==> src/rtl/stf_pkg.sv <==
// Package: shared types for the searchable register-tag FIFO.
// Assumes templates carry a 2-bit kind, a register name and two operands.
package stf_pkg;

    localparam int REG_W  = 5;
    localparam int OPND_W = 32;

    typedef enum logic [1:0] {
        K_ADD   = 2'b00,
        K_BRZ   = 2'b01,
        K_LOAD  = 2'b10,
        K_STORE = 2'b11
    } kind_e;

    typedef struct packed {
        kind_e               kind;
        logic [REG_W-1:0]    dest;
        logic [OPND_W-1:0]   opa;
        logic [OPND_W-1:0]   opb;
    } tmpl_t;

    // True for kinds whose execution updates a register.
    function automatic logic kind_writes_reg(kind_e k);
        return (k == K_ADD) || (k == K_LOAD);
    endfunction

endpackage

==> src/rtl/stf_ptr_ctl.sv <==
// Module: read/write pointer and occupancy control for a circular buffer.
// Assumes push and pop are already qualified by the caller, and that a
// push is never asserted when full nor a pop when empty. Flush beats both.
module stf_ptr_ctl #(
    parameter int DEPTH = 2
) (
    input  logic                          clk,
    input  logic                          rst_n,
    input  logic                          push,
    input  logic                          pop,
    input  logic                          flush,
    output logic [$clog2(DEPTH)-1:0]      wr_ptr,
    output logic [$clog2(DEPTH)-1:0]      rd_ptr,
    output logic [$clog2(DEPTH+1)-1:0]    count,
    output logic                          full,
    output logic                          empty
);
    localparam int PW = $clog2(DEPTH);
    localparam int CW = $clog2(DEPTH + 1);

    // Advance a pointer with wrap at DEPTH-1 (DEPTH need not be a power of 2).
    function automatic logic [PW-1:0] ptr_next(logic [PW-1:0] p);
        return (p == PW'(DEPTH - 1)) ? '0 : p + PW'(1);
    endfunction

    // Update pointers and occupancy for this cycle's accepted operations.
    always_ff @(posedge clk) begin
        if (!rst_n || flush) begin
            wr_ptr <= '0;
            rd_ptr <= '0;
            count  <= '0;
        end else begin
            if (push) wr_ptr <= ptr_next(wr_ptr);
            if (pop)  rd_ptr <= ptr_next(rd_ptr);
            case ({push, pop})
                2'b10:   count <= count + CW'(1);
                2'b01:   count <= count - CW'(1);
                default: count <= count;
            endcase
        end
    end

    // Derive the full and empty flags from the occupancy.
    always_comb begin
        full  = (count == CW'(DEPTH));
        empty = (count == '0);
    end

endmodule

==> src/rtl/stf_slots.sv <==
// Module: template storage with a per-slot occupied bit.
// Assumes wr_idx and rd_idx are always below DEPTH. Data words are not
// reset; only the occupied bits are, and they alone qualify the contents.
module stf_slots
    import stf_pkg::*;
#(
    parameter int DEPTH = 2
) (
    input  logic                       clk,
    input  logic                       rst_n,
    input  logic                       wr_en,
    input  logic [$clog2(DEPTH)-1:0]   wr_idx,
    input  tmpl_t                      wr_data,
    input  logic                       rd_en,
    input  logic [$clog2(DEPTH)-1:0]   rd_idx,
    input  logic                       flush,
    output tmpl_t                      slot   [DEPTH],
    output logic [DEPTH-1:0]           slot_vld,
    output tmpl_t                      head
);
    // Write the incoming template into its slot.
    always_ff @(posedge clk) begin
        if (wr_en) slot[wr_idx] <= wr_data;
    end

    // Track which slots hold a live template.
    always_ff @(posedge clk) begin
        if (!rst_n || flush) begin
            slot_vld <= '0;
        end else begin
            if (rd_en) slot_vld[rd_idx] <= 1'b0;
            if (wr_en) slot_vld[wr_idx] <= 1'b1;
        end
    end

    // Present the oldest template.
    always_comb head = slot[rd_idx];

endmodule

==> src/rtl/stf_match.sv <==
// Module: parallel register-tag search over all occupied slots.
// Assumes slot_vld marks exactly the held templates; purely combinational.
module stf_match
    import stf_pkg::*;
#(
    parameter int DEPTH = 2
) (
    input  tmpl_t               slot   [DEPTH],
    input  logic [DEPTH-1:0]    slot_vld,
    input  logic [REG_W-1:0]    tag,
    output logic                hit
);
    logic [DEPTH-1:0] slot_hit;

    // One comparator per slot, gated by occupancy and the kind rule.
    for (genvar g = 0; g < DEPTH; g++) begin : g_cmp
        assign slot_hit[g] = slot_vld[g]
                           && kind_writes_reg(slot[g].kind)
                           && (slot[g].dest == tag);
    end

    // Reduce the per-slot results to a single flag.
    always_comb hit = |slot_hit;

endmodule

==> src/rtl/regtag_search_fifo.sv <==
// Module: searchable FIFO of decoded instruction templates.
// Assumes a single producer and a single consumer in the same clock domain.
// Flush has priority over push and pop in the same cycle.
module regtag_search_fifo
    import stf_pkg::*;
#(
    parameter int DEPTH = 2
) (
    input  logic                 clk,
    input  logic                 rst_n,
    input  logic                 push_en,
    input  logic [1:0]           push_kind,
    input  logic [4:0]           push_dest,
    input  logic [31:0]          push_opa,
    input  logic [31:0]          push_opb,
    output logic                 push_rdy,
    input  logic                 pop_en,
    output logic                 pop_rdy,
    output logic [1:0]           head_kind,
    output logic [4:0]           head_dest,
    output logic [31:0]          head_opa,
    output logic [31:0]          head_opb,
    input  logic                 flush_en,
    input  logic [4:0]           probe_reg,
    output logic                 probe_hit
);
    localparam int PW = $clog2(DEPTH);
    localparam int CW = $clog2(DEPTH + 1);

    logic [PW-1:0]    wr_ptr;
    logic [PW-1:0]    rd_ptr;
    logic [CW-1:0]    count;
    logic             full;
    logic             empty;
    logic             do_push;
    logic             do_pop;
    tmpl_t            in_tmpl;
    tmpl_t            head;
    tmpl_t            slot [DEPTH];
    logic [DEPTH-1:0] slot_vld;

    // Qualify requests with room, contents and flush priority.
    always_comb begin
        do_push = push_en && !full  && !flush_en;
        do_pop  = pop_en  && !empty && !flush_en;
    end

    // Pack the push fields into one template.
    always_comb begin
        in_tmpl.kind = kind_e'(push_kind);
        in_tmpl.dest = push_dest;
        in_tmpl.opa  = push_opa;
        in_tmpl.opb  = push_opb;
    end

    stf_ptr_ctl #(.DEPTH(DEPTH)) u_ptr (
        .clk    (clk),
        .rst_n  (rst_n),
        .push   (do_push),
        .pop    (do_pop),
        .flush  (flush_en),
        .wr_ptr (wr_ptr),
        .rd_ptr (rd_ptr),
        .count  (count),
        .full   (full),
        .empty  (empty)
    );

    stf_slots #(.DEPTH(DEPTH)) u_slots (
        .clk      (clk),
        .rst_n    (rst_n),
        .wr_en    (do_push),
        .wr_idx   (wr_ptr),
        .wr_data  (in_tmpl),
        .rd_en    (do_pop),
        .rd_idx   (rd_ptr),
        .flush    (flush_en),
        .slot     (slot),
        .slot_vld (slot_vld),
        .head     (head)
    );

    stf_match #(.DEPTH(DEPTH)) u_match (
        .slot     (slot),
        .slot_vld (slot_vld),
        .tag      (probe_reg),
        .hit      (probe_hit)
    );

    // Drive the handshake flags and the head fields.
    always_comb begin
        push_rdy  = !full;
        pop_rdy   = !empty;
        head_kind = head.kind;
        head_dest = head.dest;
        head_opa  = head.opa;
        head_opb  = head.opb;
    end

endmodule

==> config.mk <==
export PLATFORM = sky130hd
export DESIGN_NAME = regtag_search_fifo
export DESIGN_NICKNAME = d
export VERILOG_FILES = /design/src/rtl/stf_pkg.sv /design/src/rtl/stf_ptr_ctl.sv /design/src/rtl/stf_slots.sv /design/src/rtl/stf_match.sv /design/src/rtl/regtag_search_fifo.sv
export SDC_FILE = /design/constraint.sdc
export NUM_CORES = 1
export LEC_CHECK = 0
export BUFFER_PORTS_ARGS = -buffer_cell sky130_fd_sc_hd__buf_4
export CORE_ASPECT_RATIO = 0.8
export CORE_UTILIZATION = 30
export DETAILED_ROUTE_END_ITERATION = 8
export GPL_ROUTABILITY_DRIVEN = 0
export PLACE_DENSITY = 0.59
export SYNTH_ARGS = -nofsm -noshare
export SYNTH_HDL_FRONTEND = slang
export SYNTH_SLANG_ARGS = --single-unit
==> constraint.sdc <==
create_clock -name clk -period 4.4 [get_ports clk]
set_input_delay 0 -clock clk [delete_from_list [all_inputs] [get_ports clk]]
set_output_delay 0 -clock clk [all_outputs]
set_load 0.01 [all_outputs]
==> impl_summary.log, run 1 <==
INFO  metric number_of_rows_in_the_core_area = 44
INFO  metric hold_ws = just under 60 ps
INFO  metric cts_hold_buffers = 74
INFO  metric final_cell_count_no_fill = between 700 and 800
INFO  metric fraction_of_the_mapped_netlist_area_in_simple_logic_gates = 0.0172
INFO  metric nets = 596
INFO  metric data_required_time_at_the_worst_endpoint = 4450 ps
INFO  metric cpLargestDelayFamily = buffers and inverters
INFO  metric syn_avg_cell_area = between 20 and 25 um2
INFO  metric part_of_the_total_power_dissipated_in_combinational_logic = 0.079
INFO  metric timing.setup.tns = 0 ps
INFO  metric clk_transition_reported_paths = approximately 60 ps
INFO  metric vias_in_the_first_global_route = ~3,300
INFO  metric initial_utilization = 0.305
INFO  metric timing.final.setup_violations = 0
INFO  metric fraction_of_power_consumed_by_sequential_logic = 0.505
INFO  metric cell_internal_pwr = about 2500 uW
INFO  metric insertedDiodeCount = 0
INFO  metric post-cts-setup-buffers = 0
INFO  metric worst_setup_path_start_kind = register
INFO  metric routed-via-count = ~3,200
INFO  metric crit_path_cells = nor2b_1 > or3_1 > clkinv_2 > buf_4
INFO  metric yosys.area_share.adder = 0.00226
INFO  metric yosysWarnings = 0
INFO  metric route.antenna.remaining_nets = 0
INFO  metric avgRoutedWirePerCell = about 15 um
INFO  metric rsz0062_at_grt = false
INFO  metric port_buffers = about 150
INFO  metric post_cts_resized = 0
INFO  metric r2r_start = u_ptr.count[0]
INFO  metric starting_drt_drc_count = 110
INFO  metric ys_top_cells_by_area = sky130_fd_sc_hd__edfxtp_1 77%, sky130_fd_sc_hd__mux2_2 14%, sky130_fd_sc_hd__dfxtp_1 2.2%
INFO  metric outcome = finished, final reports clean
INFO  metric critPathArrivalTime = roughly 2400 ps
INFO  metric synth_edf_count = around 140
INFO  metric yosys.cell_count.top_type = sky130_fd_sc_hd__edfxtp_1
INFO  metric timing.critical_path.depth = 4
INFO  metric h_tree_levels = 4
INFO  metric synth_compound_area_frac = 0.0111
INFO  metric crit_path_start = u_ptr.count[0]
INFO  metric fp.dieH = 123 um
INFO  metric die_x = about 150 um
INFO  metric cts.path.max_buffers = 2
INFO  metric grt_max_degree = 76
INFO  metric power_frac_clock = 0.416
INFO  metric share_of_the_synthesized_area_in_the_top_cell_type = 0.771
INFO  metric drc_errors = 0
INFO  metric core-area = 18,100 um2
INFO  metric layout-area-overhead-vs-synth = 48.7%
INFO  metric timing.critical_path.to_type = register
INFO  metric total_power = around 3200 uW
INFO  metric cp-endpoint = u_slots.slot[108]
INFO  metric synthFlopType = sky130_fd_sc_hd__edfxtp_1
INFO  metric drtPass1Iterations = 4
INFO  metric synth.area.mux_share = 0.145
INFO  metric worst_pin_slew = a little over 1000 ps
INFO  metric final-max-slew-violation-count = 0
INFO  metric synth-async-reset-ratio = 0
INFO  metric worstRegToRegCells = 4
INFO  metric cts.root.buffer_cell = sky130_fd_sc_hd__clkbuf_16
INFO  metric sw_pwr = 651 uW
INFO  metric synthDistinctLibCells = 19
INFO  metric postRouteWirelength = roughly 11,000 um
INFO  metric r2r_end = u_slots.slot[108]
INFO  metric worst_clock_skew = between 6 and 7 ps
INFO  metric drive_gt1_frac = 0.492
INFO  metric timing.final.crit_period = 2370 ps
INFO  metric gr_overflow_total = 0
INFO  metric number_of_instances_in_the_placed_design = roughly 650
INFO  metric drt-vias-per-instance = 4.23
INFO  metric max_slew_margin = 0.321
INFO  metric crit_path_top_delay_cell = sky130_fd_sc_hd__buf_4
INFO  metric worst_skew_pair.late_latency = a little over 400 ps
INFO  metric cellPowerDensity = a little under 400 nW/um2
INFO  metric grt_usage = 0.121
INFO  metric clkSinkCount = ~150
INFO  metric ir_drop = 0.242 mV
INFO  metric report.final.hold_viol_count = 0
INFO  metric dp_hpwl = roughly 6900 um
INFO  metric synth_top_family_by_area = multiplexers
INFO  metric synth-seq-cells = ~150
INFO  metric syn_nets = about 360
INFO  metric wire_length_of_the_first_global_routing_pass = between 15,000 and 20,000 um
INFO  metric ios = 155
INFO  metric cp_num_buf_inv = 2
INFO  metric maxClockFrequency = between 400 and 500 MHz
INFO  metric swShare = 0.206
INFO  metric cts_tree = yes
INFO  metric holdCritPathClass = input pin to register
INFO  metric timing.critical_path.slowest_cell_delay = between 500 and 600 ps
INFO  metric ff2ff_setup_slack = between 2000 and 2500 ps
INFO  metric cellLeakagePower = 0.00301 uW
INFO  metric period_share = 0.539
INFO  metric critical_path.max_fanout = 39
INFO  metric cts_buf_count = 17
INFO  metric max-cap-violations = 0
INFO  metric netlist_top_cells_count = 142 x sky130_fd_sc_hd__edfxtp_1, 71 x sky130_fd_sc_hd__mux2_2, 11 x sky130_fd_sc_hd__xnor2_1
INFO  metric post_synth_xor_area_fraction = 0.0190
INFO  metric class_of_the_most_critical_setup_path = register to register
INFO  metric post_synth_instance_area = 5530 um2
INFO  metric synthesis.instances = between 200 and 300
INFO  metric synth.yosys.seq_area_share = 0.792
INFO  metric synth_largest_area_cell = sky130_fd_sc_hd__edfxtp_1
INFO  metric floorplan_die_area = about 19,000 um2
INFO  metric initial_antenna_violation_count = 0
[how the worst min path moves through the flow]
stage / cells past startpoint / slack, ps / start / endpoint
after CTS: 4 / 4 / push_en / u_ptr.wr_ptr
after detailed placement: 1 / 190 / push_opa[6] / u_slots.slot[109]
after floorplan: 0 / 100 / push_opb[0] / u_slots.slot[0]
final: 4 / 60 / push_en / u_ptr.wr_ptr
after global routing: 4 / 40 / push_en / u_ptr.wr_ptr
after global placement: 1 / 180 / push_opb[25] / u_slots.slot[25]
[per-stage QoR]
stage | area (um2) | worst slack, ps | util
after global routing | 8230 | 1820 | 0.454
after CTS | 8230 | 1960 | 0.454
after floorplan | 5530 | 1740 | -
final | 8230 | 2030 | 0.454
after detailed placement | 6950 | 1970 | 0.383
after global placement | 6950 | 2050 | 0.383
[kinds of logic after synthesis]
kind of cell,after synthesis
XOR/XNOR,12
multiplexers,71
adder cells (fa/ha/maj),1
AND/OR/NAND/NOR,16
flip-flops,148
buffers and inverters,14
AO/OA/AOI/OAI,11
[power groups by stage]
stage	logic (uW)	clock network (uW)	registers, uW
2_1_floorplan	72.2	0	1620
3_3_place_gp	193	0	1630
3_5_place_dp	197	0	1630
4_1_cts	251	1350	1600
5_1_grt	268	1410	1600
6_report	248	1320	1600
[routing by layer]
| metal | routed length (um) | track usage | vias to the layer above |
|---|---|---|---|
| met4 | 63 | 0.0431 | 0 |
| met5 | 0 | 0 | - |
| met1 | 4900 | 0.142 | 1545 |
| met3 | 626 | 0.0438 | 8 |
| li1 | - | - | 1541 |
| met2 | 5640 | 0.207 | 101 |
[cells in the final DEF (no fill, tap or decap), drive strengths merged, types with 5 or more instances in the layout]
cell / instances
buf: 156
xnor2: 11
clkbuf: 18
clkinv: 8
inv: 6
dfxtp: 6
mux2: 71
dlygate4sd3: 74
a21oi: 5
edfxtp: 142
[cell type report]
class | count | area, um2
multi-input cells | 111 | 1070
repair buffers | 230 | 1910
flip-flops and latches | 148 | 4390
clock buffers | 18 | 429
fillers | 1575 | 9890
clock inverters | 13 | 110
inverters | 6 | 25.0
well taps | 230 | 288
[worst register-to-register path, stage by stage (launching register included)]
cell,delay (ps)
sky130_fd_sc_hd__dfxtp_1,400
sky130_fd_sc_hd__nor2b_1,100
sky130_fd_sc_hd__or3_1,410
sky130_fd_sc_hd__clkinv_2,520
sky130_fd_sc_hd__buf_4,580
[state kept, by name, indices dropped and copies added (netlist names)]
signal            flops
u_slots.slot_vld      2
u_slots.slot        142
u_ptr.rd_ptr          1
u_ptr.count           2
u_ptr.wr_ptr          1
(Power assumes the default switching activity.)
==> run 2, diff against run 1 <==
- ABC_AREA: not set -> 1
- PLACE_DENSITY: 0.59 -> 0.6
- clock period: 4.4 -> 2.1 ns (I/O delays scaled with it)
==> run 2 against run 1 <==
Compared with the run above: sequential share of layout area is 2.5 points lower; sequential power is 110% higher; non-clock buffer count is 6 higher; critical path depth stayed put; combinational power is 120% higher; area after synthesis is 3.1% higher; via count is 27% higher.
==> impl_summary.log, run 2 <==
INFO  metric report.final.hold_viol_count = 0
INFO  metric initial_antenna_violation_count = 0
INFO  metric number_of_instances_in_the_placed_design = between 800 and 900
INFO  metric nFillCells = 1,656
INFO  metric critical_path.max_fanout = 20
INFO  metric critPathArrivalTime = just under 2000 ps
INFO  metric cts_buf_count = 17
INFO  metric die_x = between 150 and 200 um
INFO  metric final-max-slew-violation-count = 0
INFO  metric post_cts_resized = 0
INFO  metric ir_drop = roughly 0.58 mV
INFO  metric final_cell_count_no_fill = a little under 1,000
INFO  metric cts.root.buffer_cell = sky130_fd_sc_hd__clkbuf_16
INFO  metric synthDistinctLibCells = 21
INFO  metric largest_register = u_slots.slot
INFO  metric route.antenna.remaining_nets = 0
INFO  metric dp_hpwl = around 8300 um
INFO  metric outcome = finished, final reports clean
INFO  metric clkSinkCount = around 150
INFO  metric cts_tree = yes
INFO  metric drt-vias-per-instance = approximately 4.2
INFO  metric syn_avg_cell_area = ~12 um2
INFO  metric floorplan_die_area = a little under 20,000 um2
INFO  metric gr_overflow_total = 0
INFO  metric insertedDiodeCount = 0
INFO  metric drive_gt1_frac = 0.284
INFO  metric worstRegToRegCells = 4
INFO  metric post_synth_instance_area = 5710 um2
INFO  metric synth.yosys.seq_area_share = 0.768
INFO  metric cellLeakagePower = 0.00361 uW
INFO  metric nets = just under 800
INFO  metric share_of_the_synthesized_area_in_the_top_cell_type = 0.747
INFO  metric hold_endpoint = u_ptr.rd_ptr
INFO  metric ff2ff_setup_slack = 320 ps
INFO  metric clk_transition_reported_paths = around 60 ps
INFO  metric port_buffers = 154
INFO  metric grt_usage = 0.141
INFO  metric r2r_start = u_ptr.count[1]
INFO  metric post-place-ws = approximately 300 ps
INFO  metric holdPathStages = 5
INFO  metric timing.setup.tns = 0 ps
INFO  metric layout_common_cells = 240 x sky130_fd_sc_hd__nand2_1, 155 x sky130_fd_sc_hd__buf_4, 142 x sky130_fd_sc_hd__edfxtp_1
INFO  metric synthFlopType = sky130_fd_sc_hd__edfxtp_1
INFO  metric cts_hold_buffers = 75
INFO  metric synth_largest_area_cell = sky130_fd_sc_hd__edfxtp_1
INFO  metric synth_edf_count = roughly 140
INFO  metric groute.layer.met3.usage = 0.0433
INFO  metric grt_max_degree = between 70 and 80
INFO  metric setup_ws = 324 ps
INFO  metric drc_errors = 0
INFO  metric rsz0062_at_grt = false
INFO  metric timing.critical_path.to_type = register
INFO  metric core-area = approximately 18,000 um2
INFO  metric groute.layer.met2.usage = 0.233
INFO  metric number_of_rows_in_the_core_area = between 40 and 50
INFO  metric wire_length_of_the_first_global_routing_pass = around 21,000 um
INFO  metric sequential_standard_cell_area = 4390 um2
INFO  metric total_power = 7350 uW
INFO  metric grt_use_met1 = 0.171
INFO  metric data_required_time_at_the_worst_endpoint = between 2000 and 2500 ps
INFO  metric class_of_the_most_critical_setup_path = register to register
INFO  metric place_area = between 7000 and 8000 um2
INFO  metric synth-seq-cells = roughly 150
INFO  metric maxClockFrequency = ~560 MHz
INFO  metric largest_register_ff_count = between 100 and 150
INFO  metric starting_drt_drc_count = 228
INFO  metric worst_skew_pair.late_latency = about 420 ps
INFO  metric timing.final.crit_period = between 1500 and 2000 ps
INFO  metric r2r_end = u_slots.slot[125]
INFO  metric max-cap-violations = 0
INFO  metric initial_utilization = 0.310
INFO  metric h_tree_levels = 4
INFO  metric period_share = 0.846
INFO  metric postRouteWirelength = 13,400 um
INFO  metric layout-area-overhead-vs-synth = 51.2%
INFO  metric post-cts-setup-buffers = 0
INFO  metric avgRoutedWirePerCell = approximately 14 um
INFO  metric worst_clock_skew = ~12 ps
INFO  metric busiest_layer = met2
INFO  metric timing.final.setup_violations = 0
INFO  metric layout_top_registers = u_slots.slot: 142 flops, u_ptr.count: 2 flops, u_slots.slot_vld: 2 flops
INFO  metric cts.path.max_buffers = 2
INFO  metric worst_setup_path_start_kind = register
INFO  metric ys_top_cells_by_area = sky130_fd_sc_hd__edfxtp_1 75%, sky130_fd_sc_hd__nand2_1 16%, sky130_fd_sc_hd__dfxtp_1 2.1%
INFO  metric yosysWarnings = 0
INFO  metric area_of_combinational_cells_with_multiple_inputs = around 1100 um2
INFO  metric holdCritPathClass = input pin to register
INFO  metric netlist_top_cells_count = 240 x sky130_fd_sc_hd__nand2_1, 142 x sky130_fd_sc_hd__edfxtp_1, 22 x sky130_fd_sc_hd__inv_1
INFO  metric max_slew_margin = 0.606
INFO  metric worst_hold_startpoint = pop_en
INFO  metric drtPass1Iterations = 4
INFO  metric layout.cells.most_common = sky130_fd_sc_hd__nand2_1
INFO  metric ios = around 160
INFO  metric routed-via-count = between 4,000 and 5,000
INFO  metric vias_in_the_first_global_route = around 4,100
INFO  metric synth-async-reset-ratio = 0
INFO  metric final_area = ~8600 um2
INFO  metric worst_pin_slew = 590 ps
INFO  metric synthesis.instances = 469
INFO  metric cellPowerDensity = 852 nW/um2
INFO  metric fp.dieH = around 130 um
INFO  metric yosys.cell_count.top_type = sky130_fd_sc_hd__nand2_1
INFO  metric syn_nets = between 500 and 600
## run 2: through the flow
step           utilization  hold slack (ps)
3_3_place_gp         0.392              186
3_5_place_dp         0.392              188
2_1_floorplan            -             98.9
6_report             0.469             37.0
5_1_grt              0.469             55.5
4_1_cts              0.469             34.6
## run 2: critical path, cell delays in order (launching register included)
cell	delay (ps)
sky130_fd_sc_hd__dfxtp_1	400
sky130_fd_sc_hd__nand2_2	110
sky130_fd_sc_hd__nand4_2	120
sky130_fd_sc_hd__clkinvlp_4	500
sky130_fd_sc_hd__buf_12	370
## run 2: how the worst max path moves through the flow
| stage | startpoint | to | cells after the start |
|---|---|---|---|
| detailed placement | u_ptr.count[1] | u_slots.slot[79] | 4 |
| finish | u_ptr.count[1] | u_slots.slot[125] | 4 |
| floorplan | u_ptr.count[1] | u_slots.slot[0] | 3 |
| global route | u_ptr.count[1] | u_slots.slot[87] | 4 |
| global placement | u_ptr.count[1] | u_slots.slot[82] | 4 |
| CTS | u_ptr.count[1] | u_slots.slot[87] | 4 |
## run 2: final cells by class
class,instances,area share
multi-input combinational,280,0.129
tap,253,0.0367
timing repair buffer,236,0.236
inverter,25,0.0117
sequential,148,0.508
clock buffer,17,0.0493
clock inverter,15,0.0290
## run 2: kinds of logic (layout without fill, tap and decap cells)
logic type	after synthesis	in the layout	share of synthesized area
buffers and inverters	41	293	0.0362
AOI/OAI and AO/OA	10	10	0.00877
and+or+nand+nor	269	269	0.185
adders and majority gates	1	1	0.00219
DFF	148	148	0.768
## run 2: per-layer routing
| layer | up-vias | part of all wire |
|---|---|---|
| met5 | - | 0 |
| li1 | 2026 | - |
| met3 | 14 | 0.052 |
| met4 | 0 | 0.015 |
| met2 | 117 | 0.48 |
| met1 | 1901 | 0.45 |
## run 2: power by group
group / switching (uW) / internal, uW
clock: 1220 / 2240
sequential: 20.4 / 3320
combinational: 238 / 308
==> run 3, diff against run 2 <==
- ABC_AREA: 1 -> 0
- PLACE_DENSITY: 0.6 -> 0.59
- clock period: 2.1 -> 1.8 ns (I/O delays scaled with it)
==> run 3 against run 2 <==
Compared with the run above: worst setup slack got worse by 220 ps; global-route usage fell by 1.8 points; register-to-register slack got worse by 120 ps; critical endpoint is now head_opb[10]; largest cell class unchanged; largest power group is now registers.
==> impl_summary.log, run 3 (synthesized netlist as in run 1, its figures left out) <==
INFO  metric largest_register = u_slots.slot
INFO  metric layout.cells.most_common = sky130_fd_sc_hd__buf_4
INFO  metric final_core_util = 0.460
INFO  metric cts_buf_count = 17
INFO  metric holdCritPathClass = input pin to register
INFO  metric cellLeakagePower = 0.00303 uW
INFO  metric cts_hold_buffers = 73
INFO  metric routed-via-count = 3,251
INFO  metric cellPowerDensity = ~940 nW/um2
INFO  metric vias_in_the_first_global_route = between 3,000 and 4,000
INFO  metric gr_overflow_total = 0
INFO  metric grt_max_degree = 76
INFO  metric timing.critical_path.to_type = output pin
INFO  metric class_of_the_most_critical_setup_path = register to output pin
INFO  metric nets = roughly 600
INFO  metric initial_utilization = 0.305
INFO  metric critPathArrivalTime = between 1500 and 2000 ps
INFO  metric max-cap-violations = 0
INFO  metric fp.dieH = between 100 and 150 um
INFO  metric route.antenna.remaining_nets = 0
INFO  metric insertedDiodeCount = 0
INFO  metric worst_clock_skew = approximately 7.2 ps
INFO  metric worst_skew_pair.late_latency = a little over 400 ps
INFO  metric report.final.hold_viol_count = 0
INFO  metric initial_antenna_violation_count = 0
INFO  metric timing.final.crit_period = 1690 ps
INFO  metric largest_register_ff_count = ~140
INFO  metric h_tree_levels = 4
INFO  metric cts.path.max_buffers = 2
INFO  metric starting_drt_drc_count = around 140
INFO  metric layout-area-overhead-vs-synth = 50.6%
INFO  metric layout_top_registers = u_slots.slot: 142 flops, u_ptr.count: 2 flops, u_slots.slot_vld: 2 flops
INFO  metric port_buffers = ~150
INFO  metric clkSinkCount = roughly 150
INFO  metric post-cts-setup-buffers = 0
INFO  metric post_cts_resized = 0
INFO  metric critical_path.max_fanout = 75
INFO  metric timing.final.setup_violations = 0
INFO  metric floorplan_die_area = around 19,000 um2
INFO  metric drt-vias-per-instance = ~4.3
INFO  metric cts.root.buffer_cell = sky130_fd_sc_hd__clkbuf_16
INFO  metric postRouteWirelength = about 12,000 um
INFO  metric ir_drop = 0.602 mV
INFO  metric data_required_time_at_the_worst_endpoint = 1800 ps
INFO  metric maxClockFrequency = between 500 and 600 MHz
INFO  metric worst_pin_slew = roughly 410 ps
INFO  metric outcome = finished, final reports clean
INFO  metric layout_common_cells = 154 x sky130_fd_sc_hd__buf_4, 142 x sky130_fd_sc_hd__edfxtp_1, 73 x sky130_fd_sc_hd__dlygate4sd3_1
INFO  metric drc_errors = 0
INFO  metric clk_transition_reported_paths = 50 ps
INFO  metric die_x = 154 um
INFO  metric final-max-slew-violation-count = 0
INFO  metric period_share = 0.940
INFO  metric area_of_combinational_cells_with_multiple_inputs = approximately 1100 um2
INFO  metric avgRoutedWirePerCell = 15.2 um
INFO  metric ios = 155
INFO  metric number_of_rows_in_the_core_area = 44
INFO  metric cts_tree = yes
INFO  metric drive_gt1_frac = 0.496
INFO  metric wire_length_of_the_first_global_routing_pass = about 17,000 um
INFO  metric rsz0062_at_grt = false
INFO  metric max_slew_margin = 0.723
INFO  metric grt_usage = 0.122
INFO  metric timing.setup.tns = 0 ps
INFO  metric dp_hpwl = about 7200 um
INFO  metric sequential_standard_cell_area = 4390 um2
INFO  metric nFillCells = roughly 1,600
INFO  metric worst_setup_path_start_kind = register
INFO  metric drtPass1Iterations = 4
INFO  metric core-area = roughly 18,000 um2
-- run 3: through the flow --
stage	power (uW)	instances	setup slack (ps)	area, um2	hold slack [ps]
final	7810	758	108	8330	54.8
after global routing	8090	758	20.2	8330	79.2
after CTS	7910	758	63.4	8330	36.4
after detailed placement	4480	654	175	7060	188
after global placement	4460	654	249	7060	186
after floorplan	4150	273	-217	5560	98.9
-- run 3: worst max-delay path: stages, from the launching register on --
cell and delay [ps]:
sky130_fd_sc_hd__dfxtp_4 350, sky130_fd_sc_hd__buf_12 340, sky130_fd_sc_hd__mux2_2 420, sky130_fd_sc_hd__buf_4 150
-- run 3: routing by layer --
metal,vias to the layer above,global-route usage,wire [um]
li1,1547,-,-
met1,1602,0.145,5180
met2,91,0.207,5660
met3,11,0.0403,534
met4,0,0.0469,131
met5,-,0,0
-- run 3: final cells by class --
| class | instances | share of cell area |
|---|---|---|
| clock buffers | 19 | 0.0519 |
| clock inverters | 12 | 0.0138 |
| inverters | 6 | 0.00360 |
| multi-input cells | 111 | 0.131 |
| flip-flops and latches | 148 | 0.527 |
| well taps | 230 | 0.0345 |
| repair buffers | 232 | 0.238 |
-- run 3: path summary, 6_finish.rpt --
check | cells after the start | slack [ps] | to | start
worst max-delay path | 3 | 110 | head_opb[10] | u_ptr.rd_ptr
worst min-delay path | 4 | 50 | u_ptr.rd_ptr | pop_en
worst max register to register | 5 | 200 | u_ptr.count[1] | u_ptr.count[0]
worst min register to register | 2 | 490 | u_slots.slot_vld[1] | u_slots.slot_vld[1]
-- run 3: where the power goes --
part	total [uW]	internal (uW)	switching, uW
clock network	3280	2000	1280
registers	3900	3880	23.6
logic	626	385	241
total	7810	6270	1540
